$ cat config.mk
export PLATFORM = sky130hd
export DESIGN_NAME = wdg_interval_timer
export DESIGN_NICKNAME = d
export VERILOG_FILES = /design/src/rtl/wdg_pkg.sv /design/src/rtl/wdg_ctrl_reg.sv /design/src/rtl/wdg_counter.sv /design/src/rtl/wdg_pin_unit.sv /design/src/rtl/wdg_interval_timer.sv
export SDC_FILE = /design/constraint.sdc
export NUM_CORES = 1
export LEC_CHECK = 0
export ABC_AREA = 0
export CAP_MARGIN = 20
export CORE_UTILIZATION = 30
export CTS_CLUSTER_DIAMETER = 60
export CTS_CLUSTER_SIZE = 28
export DETAILED_ROUTE_END_ITERATION = 8
export REMOVE_ABC_BUFFERS = 1
export SYNTH_ARGS = -nofsm -noshare
export SYNTH_HDL_FRONTEND = slang
export SYNTH_HIERARCHICAL = 1
export SYNTH_SLANG_ARGS = --single-unit
$ cat constraint.sdc
create_clock -name clk -period 5.74 [get_ports clk]
set_clock_uncertainty 0.2 [all_clocks]
set_input_delay 1.435 -clock clk [delete_from_list [all_inputs] [get_ports clk]]
set_output_delay 1.435 -clock clk [all_outputs]
set_load 0.01 [all_outputs]
$ cat src/rtl/wdg_pkg.sv
package wdg_pkg;

    // Terminal counts are powers of two; the exponents fix the four intervals.
    localparam int TC_LOG2_LONG  = 15;
    localparam int TC_LOG2_MID   = 13;
    localparam int TC_LOG2_SHORT = 9;
    localparam int TC_LOG2_MIN   = 6;
    localparam int CNT_W         = TC_LOG2_LONG + 1;

    typedef logic [CNT_W-1:0] cnt_t;

    typedef enum logic [1:0] {
        TSEL_LONG  = 2'b00,
        TSEL_MID   = 2'b01,
        TSEL_SHORT = 2'b10,
        TSEL_MIN   = 2'b11
    } tsel_e;

    // Field order is software-visible: bit 7 down to bit 0.
    typedef struct packed {
        logic  hold;      // 7
        logic  nmi_fall;  // 6
        logic  pin_nmi;   // 5
        logic  interval;  // 4
        logic  clr;       // 3, never stored
        logic  aux_sel;   // 2
        tsel_e tsel;      // 1:0
    } ctrl_t;

    function automatic cnt_t term_count(input tsel_e sel);
        cnt_t one;
        one = cnt_t'(1);
        case (sel)
            TSEL_LONG:  return one << TC_LOG2_LONG;
            TSEL_MID:   return one << TC_LOG2_MID;
            TSEL_SHORT: return one << TC_LOG2_SHORT;
            default:    return one << TC_LOG2_MIN;
        endcase
    endfunction

endpackage

$ cat src/rtl/wdg_ctrl_reg.sv
module wdg_ctrl_reg
    import wdg_pkg::*;
#(
    parameter int          ADDR_W    = 16,
    parameter logic [15:0] BASE_ADDR = 16'h0120,
    parameter logic [7:0]  WRITE_KEY = 8'h5A,
    parameter logic [7:0]  READ_KEY  = 8'h69
) (
    input  logic              clk,
    input  logic              rst,
    input  logic [ADDR_W-1:0] bus_addr,
    input  logic [15:0]       bus_wdata,
    input  logic              bus_we,
    output logic [15:0]       bus_rdata,
    output ctrl_t             ctrl,
    output logic              clr_strobe,
    output logic              key_fault
);

    logic  hit;
    ctrl_t wr_val;

    always_comb begin
        hit        = (bus_addr == BASE_ADDR[ADDR_W-1:0]);
        wr_val     = ctrl_t'(bus_wdata[7:0]);
        wr_val.clr = 1'b0;
        clr_strobe = bus_we && hit && bus_wdata[3];
        key_fault  = bus_we && hit && (bus_wdata[15:8] != WRITE_KEY);
        bus_rdata  = hit ? {READ_KEY, ctrl} : 16'h0000;
    end

    always_ff @(posedge clk) begin
        if (rst)
            ctrl <= '0;
        else if (bus_we && hit)
            ctrl <= wr_val;
    end

    assert_clr_reads_zero_R3: assert property (@(posedge clk) disable iff (rst)
        (bus_we && hit) |=> (bus_rdata[3] == 1'b0));

endmodule

$ cat src/rtl/wdg_counter.sv
module wdg_counter
    import wdg_pkg::*;
(
    input  logic  clk,
    input  logic  rst,
    input  ctrl_t ctrl,
    input  logic  clr,
    input  logic  aux_tick,
    input  logic  sub_tick,
    output logic  wd_fire,
    output logic  ivl_set
);

    cnt_t cnt, nxt, term;
    logic tick, roll;

    always_comb begin
        tick    = ctrl.aux_sel ? aux_tick : sub_tick;
        term    = term_count(ctrl.tsel);
        nxt     = cnt + cnt_t'(1);
        roll    = tick && !ctrl.hold && !clr && (nxt >= term);
        wd_fire = roll && !ctrl.interval;
    end

    always_ff @(posedge clk) begin
        if (rst) begin
            cnt     <= '0;
            ivl_set <= 1'b0;
        end else begin
            ivl_set <= roll && ctrl.interval;
            if (clr)
                cnt <= '0;
            else if (tick && !ctrl.hold)
                cnt <= roll ? (nxt & (term - cnt_t'(1))) : nxt;
        end
    end

    assert_hold_freezes_R4: assert property (@(posedge clk) disable iff (rst)
        (ctrl.hold && !clr) |=> (cnt == $past(cnt)));

    assert_clear_zeroes_R3: assert property (@(posedge clk) disable iff (rst)
        clr |=> (cnt == '0));

    assert_ivl_single_R7: assert property (@(posedge clk) disable iff (rst)
        ivl_set |=> (!ivl_set || term == cnt_t'(1)));

endmodule

$ cat src/rtl/wdg_pin_unit.sv
module wdg_pin_unit
    import wdg_pkg::*;
#(
    parameter int SYNC_N = 2
) (
    input  logic  clk,
    input  logic  rst,
    input  ctrl_t ctrl,
    input  logic  ext_pin,
    output logic  pin_rst,
    output logic  nmi_set
);

    logic [SYNC_N-1:0] stage;
    logic              synced, last, fell, rose;

    always_comb begin
        synced  = stage[SYNC_N-1];
        fell    = last && !synced;
        rose    = !last && synced;
        pin_rst = !ctrl.pin_nmi && !synced;
    end

    always_ff @(posedge clk) begin
        if (rst) begin
            stage   <= '1;
            last    <= 1'b1;
            nmi_set <= 1'b0;
        end else begin
            stage   <= {stage[SYNC_N-2:0], ext_pin};
            last    <= synced;
            nmi_set <= ctrl.pin_nmi && (ctrl.nmi_fall ? fell : rose);
        end
    end

    assert_nmi_single_R9: assert property (@(posedge clk) disable iff (rst)
        nmi_set |=> !nmi_set);

    assert_nmi_mode_only_R9: assert property (@(posedge clk) disable iff (rst)
        nmi_set |-> $past(ctrl.pin_nmi));

endmodule

$ cat src/rtl/wdg_interval_timer.sv
module wdg_interval_timer
    import wdg_pkg::*;
#(
    parameter int          ADDR_W    = 16,
    parameter logic [15:0] BASE_ADDR = 16'h0120,
    parameter logic [7:0]  WRITE_KEY = 8'h5A,
    parameter logic [7:0]  READ_KEY  = 8'h69,
    parameter int          SYNC_N    = 2
) (
    input  logic              clk,
    input  logic              rst,
    input  logic [ADDR_W-1:0] bus_addr,
    input  logic [15:0]       bus_wdata,
    input  logic              bus_we,
    output logic [15:0]       bus_rdata,
    input  logic              aux_tick,
    input  logic              sub_tick,
    input  logic              ext_pin,
    output logic              rst_req,
    output logic              ivl_flag_set,
    output logic              nmi_flag_set
);

    ctrl_t ctrl;
    logic  clr_strobe, key_fault, wd_fire, pin_rst, rst_latched;

    wdg_ctrl_reg #(
        .ADDR_W(ADDR_W), .BASE_ADDR(BASE_ADDR),
        .WRITE_KEY(WRITE_KEY), .READ_KEY(READ_KEY)
    ) u_ctrl (
        .clk(clk), .rst(rst), .bus_addr(bus_addr), .bus_wdata(bus_wdata),
        .bus_we(bus_we), .bus_rdata(bus_rdata), .ctrl(ctrl),
        .clr_strobe(clr_strobe), .key_fault(key_fault)
    );

    wdg_counter u_cnt (
        .clk(clk), .rst(rst), .ctrl(ctrl), .clr(clr_strobe),
        .aux_tick(aux_tick), .sub_tick(sub_tick),
        .wd_fire(wd_fire), .ivl_set(ivl_flag_set)
    );

    wdg_pin_unit #(.SYNC_N(SYNC_N)) u_pin (
        .clk(clk), .rst(rst), .ctrl(ctrl), .ext_pin(ext_pin),
        .pin_rst(pin_rst), .nmi_set(nmi_flag_set)
    );

    always_ff @(posedge clk) begin
        if (rst)
            rst_latched <= 1'b0;
        else if (key_fault || wd_fire)
            rst_latched <= 1'b1;
    end

    assign rst_req = rst_latched || pin_rst;

    assert_key_fault_resets_R1: assert property (@(posedge clk) disable iff (rst)
        key_fault |=> rst_req);

    assert_latch_sticky_R11: assert property (@(posedge clk) disable iff (rst)
        rst_latched |=> rst_latched);

    assert_ivl_needs_mode_R7: assert property (@(posedge clk) disable iff (rst)
        ivl_flag_set |-> $past(ctrl.interval));

    assert_watchdog_resets_R7: assert property (@(posedge clk) disable iff (rst)
        wd_fire |=> rst_req);

endmodule

==> results of run 1 <==
[layer usage]
layer	wire (um)	vias up
met1	2170	789
met3	302	4
li1	-	876
met5	0	-
met2	1980	55
met4	27	0
[final timing paths]
| kind | start | end | slack [ns] | cells past startpoint |
|---|---|---|---|---|
| worst min register to register | u_pin/stage[0]$_SDFF_PP1_ | u_pin/stage[1]$_SDFF_PP1_ | 0.21 | 1 |
| worst max-delay path | bus_addr[11] | bus_rdata[7] | 0.82 | 5 |
| worst min-delay path | u_pin/stage[0]$_SDFF_PP1_ | u_pin/stage[1]$_SDFF_PP1_ | 0.21 | 1 |
| worst max register to register | u_cnt/cnt[4]$_SDFFE_PP0P_ | u_cnt/cnt[6]$_SDFFE_PP0P_ | 2.60 | 10 |
[layout by cell type (no fill, tap or decap), types with 2 or more instances in the layout]
cell,n
sky130_fd_sc_hd__conb_1,5
sky130_fd_sc_hd__clkdlybuf4s50_1,51
sky130_fd_sc_hd__nor3_1,6
sky130_fd_sc_hd__inv_1,4
sky130_fd_sc_hd__nor4bb_1,2
sky130_fd_sc_hd__dfxtp_1,29
sky130_fd_sc_hd__o21ai_0,9
sky130_fd_sc_hd__xor2_1,9
sky130_fd_sc_hd__or2_1,4
sky130_fd_sc_hd__and4_1,3
sky130_fd_sc_hd__a21oi_1,7
sky130_fd_sc_hd__ha_1,8
sky130_fd_sc_hd__nand2b_1,10
sky130_fd_sc_hd__nor2_1,14
sky130_fd_sc_hd__clkbuf_8,5
sky130_fd_sc_hd__nand2_1,16
sky130_fd_sc_hd__or3_1,3
sky130_fd_sc_hd__nor4_1,2
sky130_fd_sc_hd__a211oi_1,8
sky130_fd_sc_hd__and3_1,5
sky130_fd_sc_hd__nor4b_2,2
sky130_fd_sc_hd__clkinv_2,2
sky130_fd_sc_hd__or2_2,3
sky130_fd_sc_hd__nand4b_1,7
sky130_fd_sc_hd__nand3_1,8
sky130_fd_sc_hd__and2_1,8
sky130_fd_sc_hd__xnor2_1,11
[power by group]
part	internal (uW)	switching [uW]
Clock	83.8	77.3
Combinational	28.8	14.9
Sequential	204	2.59
[worst max-delay path: stages]
cell and delay [ns]:
sky130_fd_sc_hd__clkdlybuf4s50_1 0.40, sky130_fd_sc_hd__nor4_1 0.28, sky130_fd_sc_hd__and4_1 0.45, sky130_fd_sc_hd__and2_1 0.19
sky130_fd_sc_hd__clkdlybuf4s50_1 0.53
[flip-flops by register name (all words and copies together) (netlist names)]
| signal | cells |
|---|---|
| rst_latched | 1 |
| u_pin/last | 1 |
| u_cnt/cnt | 16 |
| u_ctrl/ctrl | 7 |
| u_pin/stage | 2 |
| u_pin/nmi_set | 1 |
| u_cnt/ivl_set | 1 |
[metrics by stage]
step / instances / setup WS [ns] / power [uW] / cell area, um2 / hold slack [ns]
5_1_grt: 346 / 0.660 / 431 / 2540 / 0.247
4_1_cts: 346 / 0.822 / 420 / 2540 / 0.213
6_report: 346 / 0.818 / 411 / 2540 / 0.210
3_3_place_gp: 338 / 0.860 / 254 / 2460 / 0.188
2_1_floorplan: 209 / 1.52 / 223 / 1850 / 0.183
3_5_place_dp: 338 / 0.843 / 255 / 2460 / 0.198
[area by class of cell]
class                   count  area, um2  share of cell area (%)
multi-input cells         176       1250                    49.2
flip-flops and latches     29        581                    22.8
repair buffers             52        518                    20.4
well taps                  77       96.3                    3.79
clock buffers               6       72.6                    2.85
inverters                   4       15.0                   0.591
clock inverters             2       10.0                   0.394
==> out/qor.json, run 1 <==
{
  "result_of_the_run": "finished, final reports clean",
  "timing_worst_slew_pin_value_ns": 0.848,
  "area_delta_synth_final_pct": 28.8,
  "fin_util_pct": 40.0,
  "vdd_ir_drop_max_uv": 107,
  "maximum_number_of_pins_on_one_net_before_global_route_repair": 23,
  "num_antenna_cells": 0,
  "synthesis.area_per_instance_um2": 8.70,
  "routed-via-count": 1724,
  "drt_first_iter_violations": 81,
  "mappedNetlistArea_um2": 1970,
  "cts_buffers": 5,
  "maximum_fanout_along_the_worst_path": 12,
  "drt.antenna.violating_nets": 0,
  "h-tree-depth": 2,
  "final-hold-violation-count": 0,
  "globalRouteMet1Util_pct": 17.5,
  "detailed_route_drc_error_count": 0,
  "finalCriticalPeriod_ns": 4.92,
  "setup-tns-final_ns": 0,
  "path_clk_slew_ns": 0.06,
  "grt_setup_unrepaired": "no",
  "met2_usage_pct": 21.8,
  "timing.fmax_ghz": 0.203,
  "grt_use_total_pct": 13.6,
  "post_cts_buffers": 0,
  "cellLeakagePower_uw": 0.000921,
  "busiest_layer": "met2",
  "grt_overflow": 0,
  "fin_crit_share_pct": 85.8,
  "clock_latency_ns": 0.28,
  "place.gp.congestion": 0.747,
  "die-height_um": 83.1,
  "start_kind": "primary input",
  "cts_resized": 0,
  "drive_gt1_share_pct": 10.0,
  "syn_inst": 227,
  "hold_class": "flip-flop to flip-flop",
  "worst-setup-path-type": "primary input to primary output",
  "drt_pre_antenna_iters": 4,
  "worst-endpoint-arrival_ns": 3.29,
  "cap_viol_max_count": 0,
  "floorplan.initialDensity_pct": 31.1,
  "die_w_um": 83.1,
  "core_um2": 6350,
  "totalWireLength_mm": 4.47,
  "end_kind": "primary output",
  "net_count_of_the_finished_layout": 314,
  "global_route.usage.met3_pct": 4.67,
  "post_drt_via_cell_ratio": 4.98,
  "ctsRootBufferMaster": "sky130_fd_sc_hd__clkbuf_8",
  "finalSetupViolCount": 0,
  "cts-root-to-sink-buffers": 2,
  "p_per_area_nw_per_um2": 162,
  "die_area_um2": 6910,
  "top_level_ports": 57,
  "relative_slew_slack_pct": 43.3,
  "synth-warning-count": 6,
  "cts_tree": "built",
  "cts_sinks": 29,
  "fillerInstances": 643,
  "port_buffers": 51,
  "hpwl_after_detailed_placement_mm": 3.39,
  "floorplan.rows": 29,
  "timing.critical_path.required_ns": 4.11,
  "hold_buffers": 0,
  "vias_in_the_first_global_route": 1713,
  "wire_per_inst_um": 12.9,
  "report.final.slew_viol_count": 0,
  "grt_first_pass_wirelength_mm": 7.73,
  "grt_antenna_before_repair": 0
}
(Power assumes the default switching activity.)
==> inputs of run 2 (changes only) <==
--- a/config.mk
+++ b/config.mk
@@ -16,3 +16,4 @@
 export SYNTH_HDL_FRONTEND = slang
 export SYNTH_HIERARCHICAL = 1
 export SYNTH_SLANG_ARGS = --single-unit
+export TNS_END_PERCENT = 30
==> results of run 2 <==
No change in the layout: final DEF, timing and power equal those of run 1.
